**src/rtl/cjb_pkg.sv**
```systemverilog
package cjb_pkg;

  typedef enum logic [2:0] {
    ST_IDLE,
    ST_TX,
    ST_HOLD,
    ST_JAM,
    ST_BACKOFF
  } cjb_state_e;

  // one step of the 16-bit backoff shift register
  function automatic logic [15:0] lfsr_step(input logic [15:0] s);
    return {s[14:0], s[15] ^ s[13] ^ s[12] ^ s[10]};
  endfunction

  // window mask 2^min(n,cap)-1
  function automatic logic [15:0] backoff_mask(input int unsigned n, input int unsigned cap);
    int unsigned e;
    e = (n < cap) ? n : cap;
    return 16'((32'd1 << e) - 32'd1);
  endfunction

endpackage

```
**src/rtl/cjb_slot_timer.sv**
```systemverilog
module cjb_slot_timer #(
  parameter int SLOT_BITS = 512
) (
  input  logic clk,
  input  logic rst_n,
  input  logic clear,
  input  logic bit_stb,
  output logic expired
);
  localparam int CNT_W = $clog2(SLOT_BITS + 1);

  logic [CNT_W-1:0] cnt_q;

  assign expired = (cnt_q == CNT_W'(SLOT_BITS));

  always_ff @(posedge clk) begin
    if (!rst_n || clear) begin
      cnt_q <= '0;
    end else if (bit_stb && !expired) begin
      cnt_q <= cnt_q + 1'b1;
    end
  end
endmodule

```
**src/rtl/cjb_jam_gen.sv**
```systemverilog
module cjb_jam_gen #(
  parameter int JAM_BITS = 32
) (
  input  logic clk,
  input  logic rst_n,
  input  logic active,
  input  logic bit_stb,
  output logic last
);
  localparam int CNT_W = $clog2(JAM_BITS + 1);

  logic [CNT_W-1:0] cnt_q;

  assign last = active && bit_stb && (cnt_q == CNT_W'(JAM_BITS - 1));

  always_ff @(posedge clk) begin
    if (!rst_n || !active) begin
      cnt_q <= '0;
    end else if (bit_stb) begin
      cnt_q <= cnt_q + 1'b1;
    end
  end
endmodule

```
**src/rtl/cjb_backoff.sv**
```systemverilog
module cjb_backoff #(
  parameter int          SLOT_BITS = 512,
  parameter int          CAP       = 10,
  parameter logic [15:0] SEED      = 16'hACE1,
  parameter int          ATT_W     = 5
) (
  input  logic             clk,
  input  logic             rst_n,
  input  logic             draw,
  input  logic [ATT_W-1:0] attempt,
  input  logic             waiting,
  input  logic             bit_stb,
  output logic             wait_zero
);
  import cjb_pkg::*;

  localparam int SLOT_W = $clog2(SLOT_BITS + 1);
  localparam int REM_W  = CAP + SLOT_W;

  logic [15:0]      lfsr_q;
  logic [15:0]      lfsr_nx;
  logic [15:0]      win_mask;
  logic [CAP-1:0]   k_draw;
  logic [REM_W-1:0] rem_q;
  logic [REM_W-1:0] rem_load;

  always_comb begin
    lfsr_nx  = lfsr_step(lfsr_q);
    win_mask = backoff_mask(int'(attempt), CAP);
    k_draw   = lfsr_nx[CAP-1:0] & win_mask[CAP-1:0];
    rem_load = REM_W'(k_draw) * REM_W'(SLOT_BITS);
  end

  assign wait_zero = (rem_q == '0);

  always_ff @(posedge clk) begin
    if (!rst_n) begin
      lfsr_q <= SEED;
      rem_q  <= '0;
    end else if (draw) begin
      lfsr_q <= lfsr_nx;
      rem_q  <= rem_load;
    end else if (waiting && bit_stb && !wait_zero) begin
      rem_q <= rem_q - 1'b1;
    end
  end
endmodule

```
**src/rtl/coljam_backoff_ctrl.sv**
```systemverilog
module coljam_backoff_ctrl #(
  parameter int          SLOT_BITS     = 512,
  parameter int          JAM_BITS      = 32,
  parameter int          ATTEMPT_LIMIT = 16,
  parameter int          BACKOFF_CAP   = 10,
  parameter logic [15:0] LFSR_SEED     = 16'hACE1
) (
  input  logic       clk,
  input  logic       rst_n,
  input  logic       bit_stb,
  input  logic       frame_start,
  input  logic       frame_done,
  input  logic       in_preamble,
  input  logic       col,
  input  logic [3:0] tx_nibble,
  output logic       jam_active,
  output logic [3:0] jam_nibble,
  output logic       retry_req,
  output logic       late_col_err,
  output logic       retry_limit_err,
  output logic       backoff_done
);
  import cjb_pkg::*;

  localparam int ATT_W = $clog2(ATTEMPT_LIMIT + 1);

  cjb_state_e       state_q, state_d;
  logic [ATT_W-1:0] att_q;
  logic             late_q;

  // named internal events
  logic ev_col_accept;
  logic ev_jam_last;
  logic ev_retry;
  logic ev_late;
  logic ev_limit;
  logic ev_wait_over;
  logic ev_success;
  logic slot_expired;
  logic wait_zero;
  logic in_backoff;

  assign jam_active = (state_q == ST_JAM);
  assign in_backoff = (state_q == ST_BACKOFF);
  assign jam_nibble = jam_active ? 4'hF : tx_nibble;

  cjb_slot_timer #(.SLOT_BITS(SLOT_BITS)) u_slot (
    .clk     (clk),
    .rst_n   (rst_n),
    .clear   (frame_start && (state_q == ST_IDLE)),
    .bit_stb (bit_stb),
    .expired (slot_expired)
  );

  cjb_jam_gen #(.JAM_BITS(JAM_BITS)) u_jam (
    .clk     (clk),
    .rst_n   (rst_n),
    .active  (jam_active),
    .bit_stb (bit_stb),
    .last    (ev_jam_last)
  );

  cjb_backoff #(
    .SLOT_BITS (SLOT_BITS),
    .CAP       (BACKOFF_CAP),
    .SEED      (LFSR_SEED),
    .ATT_W     (ATT_W)
  ) u_bo (
    .clk       (clk),
    .rst_n     (rst_n),
    .draw      (ev_retry),
    .attempt   (att_q + 1'b1),
    .waiting   (in_backoff),
    .bit_stb   (bit_stb),
    .wait_zero (wait_zero)
  );

  always_comb begin
    ev_col_accept = (state_q == ST_TX) && col;
    ev_success    = (state_q == ST_TX) && !col && frame_done;
    ev_late       = ev_jam_last && late_q;
    ev_limit      = ev_jam_last && !late_q && (att_q == ATT_W'(ATTEMPT_LIMIT - 1));
    ev_retry      = ev_jam_last && !late_q && (att_q != ATT_W'(ATTEMPT_LIMIT - 1));
    ev_wait_over  = in_backoff && wait_zero;
  end

  always_comb begin
    state_d = state_q;
    unique case (state_q)
      ST_IDLE:    if (frame_start) state_d = ST_TX;
      ST_TX: begin
        if (ev_col_accept)   state_d = in_preamble ? ST_HOLD : ST_JAM;
        else if (ev_success) state_d = ST_IDLE;
      end
      ST_HOLD:    if (!in_preamble) state_d = ST_JAM;
      ST_JAM: begin
        if (ev_retry)                  state_d = ST_BACKOFF;
        else if (ev_late || ev_limit)  state_d = ST_IDLE;
      end
      ST_BACKOFF: if (ev_wait_over) state_d = ST_IDLE;
      default:    state_d = ST_IDLE;
    endcase
  end

  always_ff @(posedge clk) begin
    if (!rst_n) begin
      state_q         <= ST_IDLE;
      att_q           <= '0;
      late_q          <= 1'b0;
      retry_req       <= 1'b0;
      late_col_err    <= 1'b0;
      retry_limit_err <= 1'b0;
      backoff_done    <= 1'b0;
    end else begin
      state_q         <= state_d;
      retry_req       <= ev_retry;
      late_col_err    <= ev_late;
      retry_limit_err <= ev_limit;
      backoff_done    <= ev_wait_over;
      if (ev_col_accept) late_q <= slot_expired;
      if (ev_success || ev_late || ev_limit) begin
        att_q <= '0;
      end else if (ev_retry) begin
        att_q <= att_q + 1'b1;
      end
    end
  end
endmodule

```
**config.mk**
```make
export PLATFORM = sky130hd
export DESIGN_NAME = coljam_backoff_ctrl
export DESIGN_NICKNAME = d
export VERILOG_FILES = /design/src/rtl/cjb_pkg.sv /design/src/rtl/cjb_slot_timer.sv /design/src/rtl/cjb_jam_gen.sv /design/src/rtl/cjb_backoff.sv /design/src/rtl/coljam_backoff_ctrl.sv
export SDC_FILE = /design/constraint.sdc
export NUM_CORES = 1
export LEC_CHECK = 0
export BUFFER_PORTS_ARGS = -buffer_cell sky130_fd_sc_hd__buf_2
export CAP_MARGIN = 20
export CORE_ASPECT_RATIO = 1.1
export CORE_MARGIN = 2
export CORE_UTILIZATION = 35
export DETAILED_ROUTE_END_ITERATION = 10
export PLACE_DENSITY_LB_ADDON = 0.05
export SLEW_MARGIN = 10
export SYNTH_ARGS = -nofsm -noshare
export SYNTH_HDL_FRONTEND = slang
export SYNTH_HIERARCHICAL = 1
export SYNTH_SLANG_ARGS = --single-unit
```
**constraint.sdc**
```tcl
create_clock -name clk -period 4.7 [get_ports clk]
set_input_delay 0.47 -clock clk [delete_from_list [all_inputs] [get_ports clk]]
set_output_delay 0.47 -clock clk [all_outputs]
set_load 0.005 [all_outputs]
```
# ---- After elaboration in Yosys (flattened, before gate mapping)
# Cells that the tools add are included.
dict set report classes {
  addsub 5
  order_cmp 1
  eq_ne 13
  shift 1
  mux 13
  bitwise 5
  reduce_logical 31
}
# cell n
set ops {}
lappend ops {{$mux W19} 2}
lappend ops {{$shl A1 B32 Y10 const A} 1}
lappend ops {{$mux W3} 7}
lappend ops {{$logic_not A20 Y1} 1}
lappend ops {{$sub A20 B1 Y20 const B} 1}
lappend ops {{$pmux W3 S5} 1}
lappend ops {{$logic_and A1 B1 Y1} 14}
lappend ops {{$add A10 B1 Y10 const B} 1}
lappend ops {{$and A10 B10 Y10} 1}
lappend ops {{$eq A10 B10 Y1 const B} 1}
lappend ops {{$sub A10 B1 Y10 const B} 1}
lappend ops {{$add A6 B1 Y6 const B} 1}
lappend ops {{$eq A3 B2 Y1 const B} 2}
lappend ops {{$eq A6 B5 Y1 const B} 1}
lappend ops {{$logic_not A1 Y1} 6}
lappend ops {{$ne A2 B2 Y1 const B} 3}
lappend ops {{$add A5 B1 Y5 const B} 1}
lappend ops {{$eq A5 B4 Y1 const B} 1}
lappend ops {{$logic_or A1 B1 Y1} 5}
lappend ops {{$lt A5 B4 Y1 const B} 1}
lappend ops {{$mux W5} 1}
lappend ops {{$ne A5 B4 Y1 const B} 1}
lappend ops {{$reduce_and A5 Y1} 1}
lappend ops {{$mux W4} 1}
lappend ops {{other kinds (10)} 13}
dict set report word_totals {
  ff_bits 65
  in_bits 11
  wordCells 81
}

# ---- Depth between registers and ports, before layout
# Gate-level depths: netlist of the first run.
dict set report depth {
  word_depth 9
  ltp_mapped 13
}

# ---- Hierarchy
# Netlist of the first run, hierarchy kept.
# module instances cells_each area_each_um2 seq_area_each_um2
set by_module_without_submodules {}
lappend by_module_without_submodules {cjb_backoff 1 227 1964.4 720.7}
lappend by_module_without_submodules {coljam_backoff_ctrl 1 77 696.9 260.2}
lappend by_module_without_submodules {cjb_slot_timer 1 60 515.5 200.2}
lappend by_module_without_submodules {cjb_jam_gen 1 27 251.5 120.1}

# ---- Least setup slack after synthesis of the first run
# No wires, ideal clock.
dict set report synth_path {
  path_kind {register -> register}
  start {register att_q[0]}
  end {register u_bo.rem_q[17]}
  setup_ns 0.070
  arrival_time_ns 3.645
  setup_slack_ns 0.986
  stages_incl_launch_ff 14
  path_buffers 1
  path_cell_list {dfxtp_1 > ha_1 > and3_1 > ha_1 > inv_1 > or3_1 > or3_1 > ha_1 > clkbuf_1 > or4b_1 > a2111oi_0 > nor2_1 > a2bb2o_1 > a21oi_1}
}
dict set report synth_via {
  elab_chain_cells 7
  elab_cells_between_ends 10
  cone_classes {add/sub (2); order compare (1); eq/ne (1); shift (1); mux (2); bitwise (1); reduce/logical (2)}
}
# element line
set synth_rtl {}
lappend synth_rtl {{start, declared} coljam_backoff_ctrl.sv:28} ;# logic [ATT_W-1:0] att_q;
lappend synth_rtl {{start signal, assigned} coljam_backoff_ctrl.sv:124} ;# att_q <= att_q + 1'b1;
lappend synth_rtl {{$add A5 B1 Y5} coljam_backoff_ctrl.sv:72} ;# .attempt (att_q + 1'b1),
lappend synth_rtl {{$lt A5 B4 Y1} cjb_pkg.sv:19} ;# e = (n < cap) ? n : cap;
lappend synth_rtl {{$mux W5} cjb_pkg.sv:19}
lappend synth_rtl {{$shl A1 B32 Y10} cjb_pkg.sv:20} ;# return 16'((32'd1 << e) - 32'd1);
lappend synth_rtl {{$sub A10 B1 Y10} cjb_pkg.sv:20}
lappend synth_rtl {{$and A10 B10 Y10} cjb_backoff.sv:30} ;# k_draw = lfsr_nx[CAP-1:0] & win_mask[CAP-1:0];
lappend synth_rtl {{$mux W19} cjb_backoff.sv:40} ;# end else if (draw) begin
lappend synth_rtl {{end signal, assigned} cjb_backoff.sv:42} ;# rem_q <= rem_load;
lappend synth_rtl {{end signal, assigned} cjb_backoff.sv:44} ;# rem_q <= rem_q - 1'b1;
lappend synth_rtl {{end, declared} cjb_backoff.sv:24} ;# logic [REM_W-1:0] rem_q;
# Parallel ways exist; a longest one is shown, timed or not.
# A chain may end at the register's enable or synchronous reset.

# ---- Worst setup path after layout of the first run
# Ends and elaborated chain as after synthesis.

==> results.cfg, run 1 <==
[outcome]
status = completed

[sta]
max_freq_mhz = 250
maxSlewViolCount = 0
final.setup.tns_ns = 0
period_share = 0.852
hold_viol = 0
tightest_slew_ns = 0.718
max_slew_margin = 0.520
rsz0062_at_grt = false
fin_worst_skew_ns = 0.0131
final-setup-viol-count = 0
post-route-min-period_ns = 4.01

[worst_hold_path]
hold_path_class = flop to flop
hold_depth = 2

[synth]
syn_area_per_cell_um2 = 8.77
ys_types = 63
synth_area_um2 = 3430
synth_seq_area_share = 0.380
yosys_warnings = 6
synth_seq_cells = 65
synth_edf_count = 0
synthArstFlopShare = 0
syn-num-nets = 409
syn_inst = 391
synth-main-ff-cell = dfxtp_1

[critical_path]
path_buf_inv = 1
crit_required_ns = 4.98
cp_max_fo = 9
cp_top_family = simple AND/OR/NAND/NOR gates
worstPathArrival_ns = 4.28
crit_type = flop to flop
end_kind = flop
r2r_slack_ns = 0.69
slowest_delay_ns = 0.59
rr_worst_depth = 12
worstPathCellList = ha_1 -> and3_1 -> ha_1 -> inv_1 -> or3_1 -> or3_1 -> ha_1 -> or4b_1 -> a2111oi_0 -> nor2_1 -> a2bb2o_1 -> a21oi_1
crit_slowest_cell = a2111oi_0
crit_cells = 12
crit_path_frequent_cell = ha_1
startpoint_type = flop

[pwr]
power.sequential.fraction = 0.500
ir_worst_vdd_uv = 102
p_per_area_nw_per_um2 = 301
p_leak_uw = 0.00140
power_uw = 1150
intPower_uw = 846
p_sw_uw = 303
p_sw_frac = 0.264
comb_power_share = 0.075
clkPwrFrac = 0.425

[clocking]
cts_tree = done
cts_root_buf = clkbuf_8
htreeDepth = 3
clkTransAtPathRegs_ns = 0.08
clock_sinks = 65
cts_inserted_buffers = 9
cts_resized = 0
ctsHoldBuffers = 0
cts_buffer_depth = 2
cts_setup_buffers = 0
clk_latency_ns = 0.35

[detailed_routing]
drtIter0Drc = 124
drt_wl_total_um = 7580
avgRoutedWirePerCell_um = 14.3
drt_first_pass_iters = 7
drc = 0
final_antenna_net_count = 0
dr_total_vias = 2857
routed_via_density = 5.40

[flow_run]
maxCapViolCount = 0

[global_routing]
grt_max_degree = 42
grt_pass1_vias = 2794
grt_usage = 0.151
grt_pass1_wl_um = 13000
grt-ovfl-total = 0
antenna_found_initial = 0

[final_layout]
final_layout_size_suffix_gt1_frac = 0.126
fin_nets = 425
multi_input_area_um2 = 2010
area_delta_synth_final_pct = 11.5
seq_area_um2 = 1300
diodes = 0
fillers = 996

[floorplanning]
initial_core_util = 0.363
fp-row-count = 37
die_w_um = 98.4
coreArea_um2 = 9440
ios = 20
die_y_um = 108
dieArea_um2 = 10600

[placement]
hpwl_um = 5390
gp_congestion = 0.834
io_buffers = 19
==> layout by cell type, fill, tap and decap left out, types with 8 or more instances in the layout <==
cell	count
nand2_1	32
inv_1	14
mux2i_1	24
nor2b_1	13
xor2_1	19
nand4_1	9
xnor2_1	9
a21oi_1	13
nor2_1	35
o21ai_0	16
or3_1	8
buf_2	19
clkbuf_8	9
dfxtp_1	65
==> synthesized netlist by cell type (all sizes together), types with 2 or more instances <==
| cell | instances | share of area |
|---|---|---|
| xnor2 | 9 | 0.023 |
| xor2 | 19 | 0.049 |
| o2111ai | 3 | 0.0077 |
| and3 | 5 | 0.0091 |
| nor4b | 3 | 0.0077 |
| nand4b | 2 | 0.0051 |
| nor2 | 35 | 0.038 |
| a211oi | 3 | 0.0080 |
| nand3 | 7 | 0.010 |
| nand2 | 33 | 0.037 |
| a2111oi | 3 | 0.0095 |
| o21a | 2 | 0.0044 |
| o311ai | 3 | 0.0077 |
| nor3b | 6 | 0.016 |
| nand2b | 7 | 0.013 |
| clkbuf | 13 | 0.014 |
| dfxtp | 65 | 0.38 |
| nand4 | 11 | 0.024 |
| and4b | 2 | 0.0058 |
| or3 | 9 | 0.017 |
| nor4 | 8 | 0.016 |
| ha | 7 | 0.026 |
| or4 | 8 | 0.019 |
| a21boi | 2 | 0.0044 |
| nand3b | 3 | 0.0066 |
| o31ai | 6 | 0.013 |
| buf | 3 | 0.0040 |
| a21oi | 14 | 0.022 |
| o21ai | 17 | 0.025 |
| inv | 14 | 0.015 |
| nor2b | 13 | 0.024 |
| a31oi | 3 | 0.0055 |
| mux2i | 24 | 0.070 |
| nor3 | 6 | 0.0088 |
| and2 | 2 | 0.0036 |
| o211ai | 4 | 0.0088 |
| or2 | 3 | 0.0062 |
==> cell type report <==
type                            count  share of cell area
Clock buffer                        9              0.0324
Tap cell                          117              0.0383
Timing Repair Buffer               21              0.0288
Clock inverter                      7              0.0203
Sequential cell                    65               0.340
Inverter                           14              0.0137
Multi-Input combinational cell    296               0.526
==> layer usage <==
| metal | track usage | part of all wire | wire, µm | up-vias |
|---|---|---|---|---|
| met5 | 0 | 0 | 0 | - |
| met4 | 0.0538 | 0.014 | 108 | 0 |
| met3 | 0.0383 | 0.046 | 351 | 11 |
| met2 | 0.244 | 0.45 | 3440 | 54 |
| met1 | 0.194 | 0.49 | 3680 | 1342 |
| li1 | - | - | - | 1450 |
==> cells by family after synthesis <==
logic type,share of synthesized area
AOI/OAI and AO/OA,0.140
xor gates and xnor gates,0.0715
adders and majority gates,0.0255
buffers and inverters,0.0336
DFF,0.380
muxes,0.0701
and+or+nand+nor,0.280
==> final timing paths <==
check              endpoint      startpoint
min reg2reg  u_bo/lfsr_q[7]  u_bo/lfsr_q[7]
max reg2reg  u_bo/rem_q[17]        att_q[0]
min          u_bo/lfsr_q[7]  u_bo/lfsr_q[7]
max          u_bo/rem_q[17]        att_q[0]
==> sequential cells by signal, indices dropped and copies added (netlist names) <==
signal,flops
retry_limit_err,1
state_q,3
u_slot/cnt_q,10
late_col_err,1
retry_req,1
backoff_done,1
late_q,1
u_jam/cnt_q,6
u_bo/rem_q,20
att_q,5
u_bo/lfsr_q,16
==> worst min-delay path: cells and delay by family (launching register included) <==
family	cells	cell delay, ns
flip-flops	1	0.33
multiplexers	1	0.07
AND/OR/NAND/NOR	1	0.06
==> power groups by stage <==
stage	logic [µW]	registers, µW	clock network (µW)
4_1_cts	87.9	575	511
3_5_place_dp	87.7	588	0
3_3_place_gp	87.4	588	0
5_1_grt	97.5	577	534
2_1_floorplan	77.7	575	0
6_report	86.3	575	488
==> metrics by stage <==
step                      area [µm²]  setup slack, ns  utilization  hold WS, ns  instances
after CTS                       3820            0.702        0.405        0.481        529
after global routing            3820            0.429        0.405        0.498        529
after floorplan                 3430            0.986            -        0.441        391
after global placement          3620            0.848        0.384        0.459        513
final                           3820            0.695        0.405        0.477        529
after detailed placement        3620            0.749        0.384        0.458        513
(Power assumes the default switching activity.)
==> inputs of run 2 (changes only) <==
--- a/config.mk
+++ b/config.mk
@@ -11,7 +11,9 @@
 export CORE_MARGIN = 2
 export CORE_UTILIZATION = 35
 export DETAILED_ROUTE_END_ITERATION = 10
+export GPL_ROUTABILITY_DRIVEN = 0
 export PLACE_DENSITY_LB_ADDON = 0.05
+export REMOVE_ABC_BUFFERS = 1
 export SLEW_MARGIN = 10
 export SYNTH_ARGS = -nofsm -noshare
 export SYNTH_HDL_FRONTEND = slang
==> run 2 against run 1 <==
Net effect:
- register-to-register slack better by 0.09 ns
- first-iteration DRC count is 13% higher
- final area is 1.1% higher
- core utilization is 0.45 points higher
- setup slack better by 0.093 ns
- global-route usage is 0.35 points higher
- clock power is 20% higher
- combinational power is 0.6% lower
- power is 8.5% higher
- clock skew is 0.0034 ns lower
- final cell count stayed put
- critical endpoint unchanged
- largest cell class unchanged
==> results.cfg, run 2 (synthesis results as in run 1) <==
[pwr]
intPower_uw = 952
p_per_area_nw_per_um2 = 323
p_sw_uw = 295
p_leak_uw = 0.00142
ir_worst_vdd_uv = 147
p_sw_frac = 0.237
power.sequential.fraction = 0.460
comb_power_share = 0.069
clkPwrFrac = 0.471

[final_layout]
diodes = 0
top_register = u_bo/rem_q
largest_reg_flops = 20
final_util = 0.409
reg_top3 = u_bo/rem_q: 20 flops, u_bo/lfsr_q: 16 flops, u_slot/cnt_q: 10 flops
final_layout_size_suffix_gt1_frac = 0.124
final_common_cell = dfxtp_1
area_delta_synth_final_pct = 12.8
fin_nets = 425
fillers = 1021
final_cell_mix = dfxtp_1, nor2_1, nand2_1, mux2i_1
stdcell_count = 529

[sta]
max_freq_mhz = 256
hold_viol = 0
final.setup.tns_ns = 0
period_share = 0.832
post-route-min-period_ns = 3.91
max_slew_margin = 0.411
final-setup-viol-count = 0
tightest_slew_ns = 0.883
maxSlewViolCount = 0
fin_worst_skew_ns = 0.00971
rsz0062_at_grt = false

[placement]
io_buffers = 19
hpwl_um = 5230
dp.cells = 513

[global_routing]
antenna_found_initial = 0
grt_usage = 0.154
grt_pass1_wl_um = 13300
grt_pass1_vias = 2727
grt_max_degree = 42
grt-ovfl-total = 0

[critical_path]
worstPathArrival_ns = 4.18
end_kind = flop
crit_start = att_q[0]
startpoint_type = flop
cp_max_fo = 9
crit_required_ns = 4.97
r2r_start = att_q[0]
crit_type = flop to flop

[clocking]
cts_buffer_depth = 2
cts_inserted_buffers = 9
ctsHoldBuffers = 0
cts_resized = 0
htreeDepth = 3
cts_tree = done
cts_setup_buffers = 0
cts_root_buf = clkbuf_8
clk_latency_ns = 0.34
clock_sinks = 65
clkTransAtPathRegs_ns = 0.08

[detailed_routing]
met2_length_um = 3340
met3_length_um = 198
wl_met1_um = 3920
drc = 0
drtIter0Drc = 140
dr_total_vias = 2774
routed_via_density = 5.24
highest_layer = met4
drt_first_pass_iters = 4
drt_wl_total_um = 7550
avgRoutedWirePerCell_um = 14.3
final_antenna_net_count = 0

[floorplanning]
die_w_um = 98.4
die_y_um = 108
dieArea_um2 = 10600
ios = 20
coreArea_um2 = 9440
initial_core_util = 0.363
fp-row-count = 37

[worst_hold_path]
hp-start = u_bo/lfsr_q[7]
hold_path_class = flop to flop

[flow_run]
maxCapViolCount = 0

[outcome]
status = completed
run 2: layout make-up:
class,instances,area [µm²],share of cell area
tap,117,146,0.0379
timing repair buffer,21,110,0.0285
clock inverter,6,116,0.0301
inverter,14,52.6,0.0136
multi-input combinational,296,2010,0.520
clock buffer,10,128,0.0330
sequential,65,1300,0.337
run 2: worst max-delay path, stage by stage, from the launching register on:
cell       delay (ns)
dfxtp_1          0.36
ha_1             0.25
and3_1           0.19
ha_1             0.28
inv_1            0.10
or3_1            0.39
or3_1            0.34
ha_1             0.29
or4b_1           0.54
a2111oi_0        0.56
nor2_1           0.11
a2bb2o_1         0.30
a21oi_1          0.13
run 2: metal layers:
layer,GRT usage,vias to the layer above
met1,0.214,1279
met4,0.0538,0
met5,0,-
met2,0.238,43
met3,0.0312,6
li1,-,1446
run 2: final timing paths:
path	end	depth (start not counted)	slack, ns
worst max-delay path	u_bo/rem_q[17]	12	0.79
worst min-delay path	u_bo/lfsr_q[7]	2	0.47
worst max register to register	u_bo/rem_q[17]	12	0.79
worst min register to register	u_bo/lfsr_q[7]	2	0.47
run 2: power groups by stage:
stage / Combinational, µW / Sequential, µW / Clock (µW)
global placement: 86.9 / 588 / 0
CTS: 87.4 / 574 / 610
detailed placement: 86.8 / 588 / 0
global route: 97.9 / 577 / 631
finish: 85.8 / 574 / 588
floorplan: 61.6 / 583 / 0
run 2: through the flow:
| stage | power [µW] | hold slack (ns) | cell area, µm² | worst slack, ns |
|---|---|---|---|---|
| after floorplan | 645 | 0.440 | 3370 | 1.06 |
| after global placement | 675 | 0.454 | 3620 | 0.845 |
| after detailed placement | 674 | 0.458 | 3620 | 0.819 |
| after CTS | 1270 | 0.477 | 3870 | 0.779 |
| after global routing | 1310 | 0.509 | 3870 | 0.557 |
| final | 1250 | 0.473 | 3870 | 0.788 |
==> inputs of run 3 (changes only) <==
==> constraint.sdc (replaced) <==
create_clock -name clk -period 3.2 [get_ports clk]
set_input_delay 0.32 -clock clk [delete_from_list [all_inputs] [get_ports clk]]
set_output_delay 0.32 -clock clk [all_outputs]
set_load 0.005 [all_outputs]
==> run 3 against run 2 <==
Net effect:
- first-iteration DRC count is 23% lower
- via count rose by 4.7%
- power up 48%
- setup slack worse by 0.78 ns
- critical path type unchanged
- critical endpoint unchanged
- final cell count increased by 3.6%
- core utilization grew 2.7 points
- routed wire length is 3.1% higher
==> results.cfg, run 3 (synthesis results as in run 1) <==
[pwr]
p_leak_uw = 0.00153
p_per_area_nw_per_um2 = 449
ir_worst_vdd_uv = 207

[placement]
hpwl_um = 5430
postPlaceCellArea_um2 = 3770
io_buffers = 19
dp.cells = 531

[critical_path]
crit_required_ns = 3.48
worstPathCellList = ha_4 -> and3_4 -> ha_4 -> inv_2 -> or3_4 -> or3_4 -> ha_4 -> or4b_4 -> a2111oi_4 -> o31ai_1 -> a41o_1 -> a21oi_1
end_kind = flop
crit_path_frequent_cell = ha_4
worstPathArrival_ns = 3.46
slowest_delay_ns = 0.49
crit_start = att_q[0]
startpoint_type = flop
r2r_start = att_q[0]
crit_type = flop to flop
crit_slowest_cell = or4b_4
cp_max_fo = 2

[detailed_routing]
dr_total_vias = 2904
routed_via_density = 5.30
drtIter0Drc = 108
avgRoutedWirePerCell_um = 14.2
drt_first_pass_iters = 4
drt_wl_total_um = 7780
drc = 0
final_antenna_net_count = 0

[global_routing]
antenna_found_initial = 0
grt_pass1_wl_um = 13300
grt-ovfl-total = 0
grt_usage = 0.156
grt_pass1_vias = 2763
grt_max_degree = 42

[clocking]
htreeDepth = 3
cts_inserted_buffers = 9
cts_buffer_depth = 2
clock_sinks = 65
clkTransAtPathRegs_ns = 0.07
ctsHoldBuffers = 0
cts_root_buf = clkbuf_8
cts_tree = done
clk_latency_ns = 0.34

[sta]
maxSlewViolCount = 0
post-route-min-period_ns = 3.19
tightest_slew_ns = 0.828
rsz0062_at_grt = true
max_freq_mhz = 314
max_slew_margin = 0.448
fin_worst_skew_ns = 0.00449
final-setup-viol-count = 0
period_share = 0.996
hold_viol = 0

[final_layout]
fin_nets = 444
top_register = u_bo/rem_q
diodes = 0
final_layout_size_suffix_gt1_frac = 0.195
final_common_cell = dfxtp_1
final_cell_mix = dfxtp_1, nor2_1, nand2_1, mux2i_1, buf_4
fillers = 955
stdcell_count = 548
reg_top3 = u_bo/rem_q: 20 flops, u_bo/lfsr_q: 16 flops, u_slot/cnt_q: 10 flops
final_area_um2 = 4120
area_delta_synth_final_pct = 20.2
largest_reg_flops = 20

[floorplanning]
dieArea_um2 = 10600
initial_core_util = 0.363
fp-row-count = 37
die_y_um = 108
ios = 20
coreArea_um2 = 9440
die_w_um = 98.4

[worst_hold_path]
hp-start = in_preamble
hold_path_class = input port to flop

[flow_run]
maxCapViolCount = 0

[outcome]
status = completed
-- run 3: per-stage QoR --
stage	hold slack [ns]	utilization	setup WS, ns	TNS (ns)	total power [µW]
3_5_place_dp	0.462	0.399	-0.370	-0.370	997
6_report	0.346	0.436	0.0120	0	1850
2_1_floorplan	0.382	-	-0.441	-0.642	947
4_1_cts	0.324	0.436	0.00666	0	1880
5_1_grt	0.383	0.436	-0.126	-0.126	1930
3_3_place_gp	0.455	0.399	-0.328	-0.328	998
-- run 3: repair_timing --
item | CTS | global route
resized for setup | 15 | 3
buffers inserted | 2 | 0
pin swaps | 10 | 3
setup endpoints to repair | 1 | 1
-- run 3: report_power, final --
part,switching (µW),leakage [µW],internal [µW],total (µW)
clock network,329,0.000123,541,870
logic,77.1,0.000885,62.7,140
registers,19.2,0.000525,819,839
-- run 3: path summary, 6_finish.rpt --
check	end	slack [ns]	cells past startpoint
setup / recovery	u_bo/rem_q[17]	0.01	12
hold / removal	state_q[0]	0.35	4
setup reg to reg	u_bo/rem_q[17]	0.01	12
hold reg to reg	u_bo/lfsr_q[15]	0.48	2
-- run 3: final cells by class --
cell class	instances	area, µm²	share of cell area
well taps	117	146	0.0355
inverters	14	52.6	0.0128
multi-input cells	296	2100	0.510
clock inverters	6	115	0.0279
repair buffers	40	265	0.0644
flip-flops and latches	65	1300	0.316
clock buffers	10	138	0.0334
-- run 3: critical path: cells and delay by family (launching register included) --
kind | cells | cell delay (ns)
DFF | 1 | 0.34
buffers and inverters | 1 | 0.03
adders and majority gates | 3 | 0.58
AOI/OAI and AO/OA | 4 | 0.84
and+or+nand+nor | 4 | 1.32
-- run 3: routing by layer --
metal / vias to the layer above / wire, µm / GRT usage
met4: 0 / 189 / 0.0861
met1: 1349 / 3880 / 0.208
met2: 50 / 3510 / 0.241
met5: - / 0 / 0
li1: 1490 / - / -
met3: 15 / 198 / 0.0260
